File: src/rtl/xlat_pkg.sv
package xlat_pkg;
  localparam int VA_W  = 32;
  localparam int PA_W  = 32;
  localparam int OFF_W = 12;
  localparam int VPN_W = VA_W - OFF_W;
  localparam int PPN_W = PA_W - OFF_W;

  // page number field of a virtual address
  function automatic logic [VPN_W-1:0] page_of(input logic [VA_W-1:0] va);
    return va[VA_W-1:OFF_W];
  endfunction

  // physical address = stored frame number joined with the untouched offset
  function automatic logic [PA_W-1:0] make_pa(input logic [PPN_W-1:0] ppn,
                                              input logic [VA_W-1:0]  va);
    return {ppn, va[OFF_W-1:0]};
  endfunction
endpackage

File: src/rtl/xlat_store.sv
module xlat_store
  import xlat_pkg::*;
#(
  parameter int ENTRIES = 16,
  parameter int IDX_W   = 4
) (
  input  logic                            clk,
  input  logic                            rst_n,
  input  logic                            clr_all,
  input  logic                            wr_en,
  input  logic [IDX_W-1:0]                wr_idx,
  input  logic [VPN_W-1:0]                wr_vpn,
  input  logic [PPN_W-1:0]                wr_ppn,
  output logic [ENTRIES-1:0]              valid_vec,
  output logic [ENTRIES-1:0][VPN_W-1:0]   vpn_arr,
  output logic [ENTRIES-1:0][PPN_W-1:0]   ppn_arr
);
  for (genvar g = 0; g < ENTRIES; g++) begin : g_slot
    logic sel;
    assign sel = wr_en && (wr_idx == IDX_W'(g));

    always_ff @(posedge clk) begin
      if (!rst_n)       valid_vec[g] <= 1'b0;
      else if (clr_all) valid_vec[g] <= 1'b0;
      else if (sel)     valid_vec[g] <= 1'b1;
    end

    always_ff @(posedge clk) begin
      if (!rst_n) begin
        vpn_arr[g] <= '0;
        ppn_arr[g] <= '0;
      end else if (sel) begin
        vpn_arr[g] <= wr_vpn;
        ppn_arr[g] <= wr_ppn;
      end
    end
  end
endmodule

File: src/rtl/xlat_cam.sv
module xlat_cam
  import xlat_pkg::*;
#(
  parameter int ENTRIES = 16
) (
  input  logic [VPN_W-1:0]              key,
  input  logic [ENTRIES-1:0]            valid_vec,
  input  logic [ENTRIES-1:0][VPN_W-1:0] vpn_arr,
  output logic [ENTRIES-1:0]            match_vec
);
  for (genvar g = 0; g < ENTRIES; g++) begin : g_cmp
    assign match_vec[g] = valid_vec[g] && (vpn_arr[g] == key);
  end
endmodule

File: src/rtl/xlat_slot_pick.sv
module xlat_slot_pick #(
  parameter int ENTRIES = 16,
  parameter int IDX_W   = 4
) (
  input  logic               clk,
  input  logic               rst_n,
  input  logic               advance,
  input  logic [ENTRIES-1:0] valid_vec,
  input  logic [ENTRIES-1:0] dup_vec,
  output logic [IDX_W-1:0]   slot_idx,
  output logic [IDX_W-1:0]   victim_ptr
);
  localparam logic [IDX_W-1:0] LAST = IDX_W'(ENTRIES - 1);

  logic             has_dup, has_free;
  logic [IDX_W-1:0] dup_idx, free_idx;

  always_comb begin
    has_dup  = |dup_vec;
    has_free = ~&valid_vec;
    dup_idx  = '0;
    free_idx = '0;
    for (int i = ENTRIES - 1; i >= 0; i--) begin
      if (dup_vec[i])    dup_idx  = IDX_W'(i);
      if (!valid_vec[i]) free_idx = IDX_W'(i);
    end
    if (has_dup)       slot_idx = dup_idx;
    else if (has_free) slot_idx = free_idx;
    else               slot_idx = victim_ptr;
  end

  always_ff @(posedge clk) begin
    if (!rst_n)       victim_ptr <= '0;
    else if (advance) victim_ptr <= (victim_ptr == LAST) ? '0 : victim_ptr + 1'b1;
  end
endmodule

File: src/rtl/xlat_miss_ctl.sv
module xlat_miss_ctl
  import xlat_pkg::*;
(
  input  logic             clk,
  input  logic             rst_n,
  input  logic             lookup_miss,
  input  logic [VPN_W-1:0] lookup_vpn,
  input  logic             answer,
  output logic             miss_req,
  output logic [VPN_W-1:0] miss_vpn
);
  always_ff @(posedge clk) begin
    if (!rst_n) begin
      miss_req <= 1'b0;
      miss_vpn <= '0;
    end else if (miss_req) begin
      if (answer) miss_req <= 1'b0;
    end else if (lookup_miss) begin
      miss_req <= 1'b1;
      miss_vpn <= lookup_vpn;
    end
  end
endmodule

File: src/rtl/xlat_cache.sv
module xlat_cache
  import xlat_pkg::*;
#(
  parameter int ENTRIES = 16
) (
  input  logic             clk,
  input  logic             rst_n,
  input  logic             lookup_valid,
  input  logic [VA_W-1:0]  lookup_va,
  output logic             hit,
  output logic [PA_W-1:0]  lookup_pa,
  output logic             miss_req,
  output logic [VPN_W-1:0] miss_vpn,
  input  logic             fill_valid,
  input  logic [VPN_W-1:0] fill_vpn,
  input  logic [PPN_W-1:0] fill_ppn,
  input  logic             walk_fault,
  input  logic             flush_all
);
  localparam int IDX_W = (ENTRIES > 1) ? $clog2(ENTRIES) : 1;

  // named internal events, also seen by the bound checker
  logic [ENTRIES-1:0]            valid_vec;
  logic [ENTRIES-1:0][VPN_W-1:0] vpn_arr;
  logic [ENTRIES-1:0][PPN_W-1:0] ppn_arr;
  logic [ENTRIES-1:0]            look_match;
  logic [ENTRIES-1:0]            fill_match;
  logic [IDX_W-1:0]              slot_idx;
  logic [IDX_W-1:0]              victim_ptr;
  logic                          wr_fire;
  logic                          lookup_miss;
  logic [PPN_W-1:0]              ppn_sel;

  assign wr_fire = fill_valid && !flush_all;   // flush has priority

  xlat_store #(.ENTRIES(ENTRIES), .IDX_W(IDX_W)) u_store (
    .clk(clk), .rst_n(rst_n), .clr_all(flush_all), .wr_en(wr_fire),
    .wr_idx(slot_idx), .wr_vpn(fill_vpn), .wr_ppn(fill_ppn),
    .valid_vec(valid_vec), .vpn_arr(vpn_arr), .ppn_arr(ppn_arr)
  );

  xlat_cam #(.ENTRIES(ENTRIES)) u_look_cam (
    .key(page_of(lookup_va)), .valid_vec(valid_vec), .vpn_arr(vpn_arr),
    .match_vec(look_match)
  );

  xlat_cam #(.ENTRIES(ENTRIES)) u_fill_cam (
    .key(fill_vpn), .valid_vec(valid_vec), .vpn_arr(vpn_arr),
    .match_vec(fill_match)
  );

  xlat_slot_pick #(.ENTRIES(ENTRIES), .IDX_W(IDX_W)) u_pick (
    .clk(clk), .rst_n(rst_n), .advance(wr_fire), .valid_vec(valid_vec),
    .dup_vec(fill_match), .slot_idx(slot_idx), .victim_ptr(victim_ptr)
  );

  always_comb begin
    ppn_sel = '0;
    for (int i = 0; i < ENTRIES; i++)
      if (look_match[i]) ppn_sel = ppn_sel | ppn_arr[i];
  end

  assign hit         = lookup_valid && (|look_match);
  assign lookup_pa   = make_pa(ppn_sel, lookup_va);
  assign lookup_miss = lookup_valid && !(|look_match);

  xlat_miss_ctl u_miss (
    .clk(clk), .rst_n(rst_n), .lookup_miss(lookup_miss),
    .lookup_vpn(page_of(lookup_va)), .answer(fill_valid || walk_fault),
    .miss_req(miss_req), .miss_vpn(miss_vpn)
  );
endmodule

File: config.mk
export PLATFORM = sky130hd
export DESIGN_NAME = xlat_cache
export DESIGN_NICKNAME = d
export VERILOG_FILES = /design/src/rtl/xlat_pkg.sv /design/src/rtl/xlat_store.sv /design/src/rtl/xlat_cam.sv /design/src/rtl/xlat_slot_pick.sv /design/src/rtl/xlat_miss_ctl.sv /design/src/rtl/xlat_cache.sv
export SDC_FILE = /design/constraint.sdc
export NUM_CORES = 2
export LEC_CHECK = 0
export BUFFER_PORTS_ARGS = -buffer_cell sky130_fd_sc_hd__buf_2
export CORE_MARGIN = 10
export CORE_UTILIZATION = 55
export DETAILED_ROUTE_END_ITERATION = 16
export HOLD_SLACK_MARGIN = 0.05
export MAX_ROUTING_LAYER = met4
export PLACE_DENSITY = 0.8
export SLEW_MARGIN = 20
export SYNTH_ARGS = -nofsm -noshare
export SYNTH_HDL_FRONTEND = slang
export SYNTH_HIERARCHICAL = 1
export SYNTH_SLANG_ARGS = --single-unit
File: constraint.sdc
create_clock -name clk -period 6.7 [get_ports clk]
set_clock_uncertainty 0.05 [all_clocks]
set_input_delay 0.67 -clock clk [delete_from_list [all_inputs] [get_ports clk]]
set_output_delay 0.67 -clock clk [all_outputs]
set_load 0.05 [all_outputs]
# After elaboration in Yosys (flattened, before gate mapping)
# Cells that the tools add are included.
dict set report word_totals {
  reg_bits 681
  in_bits 78
  output_inout_bits 54
}
dict set report op_classes {
  n_addsub 1
  n_eq_ne 48
  mux 54
  n_bitwise 17
  reduce_logical 60
}
# op n
set op_table {}
lappend op_table {{$eq A20 B20 Y1} 32}
lappend op_table {{$mux W20} 16}
lappend op_table {{$or A20 B20 Y20} 15}
lappend op_table {{$mux W4} 35}
lappend op_table {{$logic_and A1 B1 Y1} 51}
lappend op_table {{$eq A4 B4 Y1 const B} 9}
lappend op_table {{$reduce_or A16 Y1} 2}
lappend op_table {{$eq A4 B3 Y1 const B} 4}
lappend op_table {{$reduce_and A16 Y1} 1}
lappend op_table {{$eq A4 B2 Y1 const B} 2}
lappend op_table {{$add A4 B1 Y4 const B} 1}
lappend op_table {{$eq A4 B1 Y1 const B} 1}
lappend op_table {{$logic_not A4 Y1} 1}
lappend op_table {{$mux W1} 3}
lappend op_table {{$logic_not A1 Y1} 2}
lappend op_table {{$not A1 Y1} 2}
lappend op_table {{$reduce_and A2 Y1} 1}
lappend op_table {{$reduce_or A2 Y1} 1}
lappend op_table {{$logic_or A1 B1 Y1} 1}

# Logic depth before layout (Yosys ltp)
dict set report logic_depth {
  ltp_word 33
  ltp_mapped 16
  ltp_nobuf 12
}

# Modules after synthesis
# The synthesis kept the hierarchy.
# mod n_inst cells_each area_each_um2 seq_area_each_um2
set modules_own_cells {}
lappend modules_own_cells {xlat_store 1 2209 23179.7 13132.6}
lappend modules_own_cells {xlat_cam 2 472 3823.7 0.0}
lappend modules_own_cells {xlat_cache 1 234 1950.6 0.0}
lappend modules_own_cells {xlat_miss_ctl 1 91 878.3 420.4}
lappend modules_own_cells {xlat_slot_pick 1 82 569.3 80.1}

# Worst setup path after synthesis
# Ideal clock, no wire load.
dict set report synth_path {
  path_kind {input -> register}
  start {input fill_vpn[1]}
  end {register u_store/ppn_arr[40] (netlist name)}
  arrival_time_ns 3.624
  required_time_ns 6.578
  setup_slack_ns 2.955
  cell_stages 14
  cell_sequence {buf_2 -> buf_2 -> xnor2_1 -> nand4_1 -> nor4_1 -> nor2_1 -> a2111oi_0 -> a32oi_1 -> o21ai_0 -> nand2b_1 -> or2_1 -> clkbuf_1 -> buf_2 -> mux2i_1}
}
# item line
set synth_lines {}
lappend synth_lines {{start: declaration} xlat_cache.sv:15} ;# input logic [VPN_W-1:0] fill_vpn,
lappend synth_lines {{$eq A20 B20 Y1 *} xlat_cam.sv:12} ;# assign match_vec[g] = valid_vec[g] && (vpn_arr[g] == key);
lappend synth_lines {{$logic_and A1 B1 Y1 *} xlat_cam.sv:12}
lappend synth_lines {{named net fill_match[3]} xlat_cache.sv:27} ;# logic [ENTRIES-1:0] fill_match;
lappend synth_lines {{$mux W4 (4 in series)} xlat_slot_pick.sv:24} ;# if (dup_vec[i]) dup_idx = IDX_W'(i);
lappend synth_lines {{$mux W4 *} xlat_slot_pick.sv:27} ;# if (has_dup) slot_idx = dup_idx;
lappend synth_lines {{named net slot_idx[0]} xlat_cache.sv:28} ;# logic [IDX_W-1:0] slot_idx;
lappend synth_lines {{$eq A4 B2 Y1 *} xlat_store.sv:20} ;# assign sel = wr_en && (wr_idx == IDX_W'(g));
lappend synth_lines {{$logic_and A1 B1 Y1 *} xlat_store.sv:20}
lappend synth_lines {{end signal: indexed assignment} xlat_store.sv:34} ;# ppn_arr[g] <= wr_ppn;
lappend synth_lines {{end: declaration} xlat_store.sv:16} ;# output logic [ENTRIES-1:0][PPN_W-1:0] ppn_arr
# Mark *: on every way through the listed nets, which the timed path passes. The rest lies on a longest branch.
# A chain may end at the register's enable or synchronous reset.

# Final worst setup path
dict set report layout_path {
  start {input fill_vpn[0]}
  end {register u_store/ppn_arr[236] (netlist name)}
}
# item line
set layout_lines {}
lappend layout_lines {{$eq A20 B20 Y1 *} xlat_cam.sv:12}
lappend layout_lines {{$logic_and A1 B1 Y1 *} xlat_cam.sv:12}
lappend layout_lines {{named net fill_match[3]} xlat_cache.sv:27}
lappend layout_lines {{$mux W4 (4 in series)} xlat_slot_pick.sv:24}
lappend layout_lines {{$mux W4 *} xlat_slot_pick.sv:27}
lappend layout_lines {{named net slot_idx[0]} xlat_cache.sv:28}
lappend layout_lines {{$eq A4 B4 Y1 *} xlat_store.sv:20}
lappend layout_lines {{$logic_and A1 B1 Y1 *} xlat_store.sv:20}
# Marks and branches as above.

==> results.md <==
- The run finished with clean final reports.
- The area of the mapped netlist is 34200 um^2.
- The kind of capture point of the worst setup path is a flop.
- The placement-stage cell area is 34700 um^2.
- The later pin in the worst-skew pair is clocked with a latency of 0.64 ns.
- The actual slew at the worst max-slew pin is 1.31 ns.
- Compared with the post-synthesis result, the final layout area differs by 8.64%.
- The number of buffer and inverter instances along the worst setup path is 2.
- Across the VDD grid, the largest voltage drop is 0.233 mV.
- The remaining routing DRC violations is 0.
- The count of final max-slew check failures came to 0.
- The start point of the critical path is fill_vpn[0].
- The number of violations reported at the end of detailed-routing iteration 0 is 3845.
- The number of antenna violations at the first check in global routing was 3.
- The worst hold slack across all endpoints is 0.343 ns.
- The total of cells resized after clock tree synthesis is 0.
- Synthesis inferred 681 register bits.
- Routability-driven placement finished with a final weighted congestion of 1.02.
- The average wire per cell in the routed design is 25.1 um.
- The floorplan has 91 rows.
- The overall die area is 72600 um^2.
- The kind of cell with the highest combined delay on the critical path is simple AND/OR/NAND/NOR gates.
- The count of endpoints failing hold in the final timing report is 0.
- Measured in cells, the most critical reg-to-reg path has a length of 12.
- The aggregate negative setup slack is 0 ns.
- In this run the number of cells on the critical path is 13.
- For this run, asynchronously set or reset flops after synthesis account for 0%.
- The total routing resource utilization after global routing is 29.5%.
- The largest net degree at the start of global routing is 149.
- The count of nets left with antenna violations once routing finished came out at 0.
- At the end of the flow, the number of nets in the layout was 3560.
- The worst hold path begins at walk_fault.
- Among all flip-flop cells after synthesis, the most frequent one is dfxtp_1.
- The clock passes through at most 3 buffers.
- In this run the worst hold path is classified as in2reg.
- The total congestion overflow is 0.
- The CTS tree is yes.
- For this design the ratio of total power to cell area is 240 nW/um^2.
- The clock slew at the register clock pins of the worst setup and hold paths is 0.06 ns.
- For hold timing, the worst endpoint is u_miss/miss_req.
- In this run the critical register-to-register path is captured at u_store/ppn_arr[236].
- Setup violations remaining at the end of the flow were counted as 0.
- CTS saw 681 sinks.
- The arrival time reported for the critical path endpoint is 5.67 ns.
- The maximum frequency from static timing analysis is 193 MHz.
- The maximum single-stage delay on the critical path is 0.80 ns.
- The first-pass iteration count of the detailed router is 8.
- Setup repair after global routing left no endpoint under its margin.
- Buffers inserted during clock tree synthesis total 72.
- 132 I/O pins were placed.
- The CTS root buffer is clkbuf_16.
- The via count of the first global-routing pass was 26100.
- In this run the static leakage power is 14.1 nW.
- The HPWL after detailed placement is 65400 um.
- The post-route cell area is 37200 um^2.
- After clock tree synthesis, the setup repair step added 0 buffers.
- Synthesis instantiated 52 different standard cells from the library.
- The leading cell type in the layout, fill and taps excluded is nand2_1.
- Once placement completed, the tool counted placed cells totaling 4244.
- The slowest stage of the critical path belongs to the cell nor4_1.
- The die span in x is 269 um.
- The kind of launch point of the worst setup path is a primary input.
- Across the whole layout, storage elements account for 13600 um^2.
- The headroom to the max-slew limit is 12.4%.
- The cell count after synthesis came out at 3560.
- Summing all multi-input logic gate instances after layout gives 18900 um^2.
- Sequential elements use 39.8% of the synthesized area.
- The total of fill cells in the finished design is 5035.
- After layout, the minimum clock period comes to 5.18 ns.
- The average cell area after synthesis is 9.61 um^2.
- Traced cell by cell, the critical path runs through buf_2 -> xor2_1 -> nor4_1 -> nand4_1 -> nor4_1 -> nor2_1 -> a2111oi_0 -> a32oi_1 -> o21ai_0 -> nand2_1 -> nor2_4 -> buf_4 -> mux2i_1.
- The ratio of cells with drive above 1 in the final layout is 9.42%.
- For the worst setup path, the data required time is 7.19 ns.
- The CTS H-tree depth is 3.
- Leaving out fill and tap cells, the most frequent cells in the layout are 729 x nand2_1, 681 x dfxtp_1, 662 x mux2i_1.
- The portion of the clock cycle consumed by the worst path in the final layout is 77.3%.
- The post-layout instance count excluding filler cells is 4375.
- The register-to-register setup slack is 1.86 ns.
- The final layout contains routed wiring with a total length of 110000 um.
- The kind of critical path is in2reg.
- The number of cells on the worst hold path is 4.
- For this block, the via count after detailed routing is 27500.
- The number of input and output port buffers inserted is 107.
- Across the run, the number of max-cap violations was 0.
- Once the floorplan was initialized, standard cells occupied 55.5% of the core.
- The first global-routing pass estimated 162000 um of wire.
- Along the worst path, the maximum fanout reaches 20.
- The startpoint of the worst-slack reg-to-reg timing path is u_store/vpn_arr[60].
- For this run, the number of Yosys warnings is 6.
- Using the TritonRoute via totals, the vias-per-cell ratio works out to 6.28.
- The height of the die is 269 um.
- The number of flops mapped to enable cells by yosys is 0.
- The most frequent cell on the critical path is nor4_1.
- The net count after synthesis is 3639.
- The core region is 61700 um^2.
- The hold-fix buffer count after cts is 0.
cells in the mapped netlist (all sizes together) (6+ instances only):
| cell type | instances | area (um^2) |
|---|---|---|
| clkbuf | 129 | 485 |
| nand2 | 731 | 2740 |
| a21oi | 6 | 30.0 |
| xor2 | 256 | 2240 |
| mux2i | 662 | 6630 |
| o21ai | 6 | 30.0 |
| nor4 | 105 | 751 |
| buf | 189 | 1360 |
| a22o | 80 | 701 |
| nand4 | 123 | 776 |
| a21boi | 7 | 52.6 |
| dfxtp | 681 | 13600 |
| a221oi | 80 | 713 |
| nand3 | 36 | 180 |
| nor2b | 6 | 45.0 |
| xnor2 | 385 | 3370 |
| inv | 13 | 48.8 |
| o21a | 10 | 75.1 |
| nor2 | 17 | 63.8 |
final cells by class:
| cell class | count | share of cell area (%) |
|---|---|---|
| antenna | 2 | 0.0135 |
| timing repair buffer | 165 | 2.91 |
| tap | 837 | 2.82 |
| multi-input combinational | 2548 | 50.9 |
| clock inverter | 25 | 0.828 |
| clock buffer | 104 | 5.77 |
| sequential | 681 | 36.7 |
| inverter | 13 | 0.131 |
routing by layer:
layer	GRT usage [%]	routed length (um)	part of all wire, %	up-vias
li1	-	-	-	12000
met1	37.4	43500	40	13300
met2	44.0	48100	44	1760
met3	5.94	12200	11	409
met4	15.2	6070	5.5	0
met5	-	0	0	-
report_power, final:
| part | switching (mW) | internal (mW) | leakage, nW |
|---|---|---|---|
| clock | 1.72 | 2.43 | 1.22 |
| sequential | 0.0199 | 4.07 | 5.49 |
| combinational | 0.491 | 0.189 | 7.42 |
| total | 2.23 | 6.69 | 14.1 |
per-stage QoR:
stage / power [mW] / utilization, % / setup WS (ns)
after floorplan: 4.66 / - / 2.95
after global placement: 4.82 / 56.3 / 1.14
after detailed placement: 4.83 / 56.3 / 1.12
after CTS: 8.89 / 60.2 / 1.76
after global routing: 9.12 / 60.3 / 1.39
final: 8.92 / 60.3 / 1.52
worst min-delay path, stage by stage:
cell,delay [ns]
buf_2,0.08
or2_2,0.09
nand2_1,0.05
o211a_1,0.10
logic make-up after synthesis:
| logic type | share of synthesized area, % |
|---|---|
| xor gates and xnor gates | 16.4 |
| adders and majority gates | 0.0366 |
| AOI/OAI and AO/OA | 5.11 |
| buffers and inverters | 5.54 |
| and+or+nand+nor | 13.7 |
| DFF | 39.8 |
| muxes | 19.4 |
worst max path at each step:
| stage | to | slack [ns] |
|---|---|---|
| after floorplan | u_store/ppn_arr[40] | 2.95 |
| after global placement | u_store/vpn_arr[232] | 1.14 |
| after detailed placement | u_store/ppn_arr[230] | 1.12 |
| after CTS | u_store/ppn_arr[236] | 1.76 |
| after global routing | u_store/ppn_arr[239] | 1.39 |
| final | u_store/ppn_arr[236] | 1.52 |
sequential cells by signal, summed over array words and instances (netlist names):
| register | cells |
|---|---|
| u_store/ppn_arr | 320 |
| u_store/vpn_arr | 320 |
| u_miss/miss_vpn | 20 |
| u_pick/victim_ptr | 4 |
| u_store/valid_vec | 16 |
| u_miss/miss_req | 1 |
Note: power is estimated with default switching activity, not from simulation.
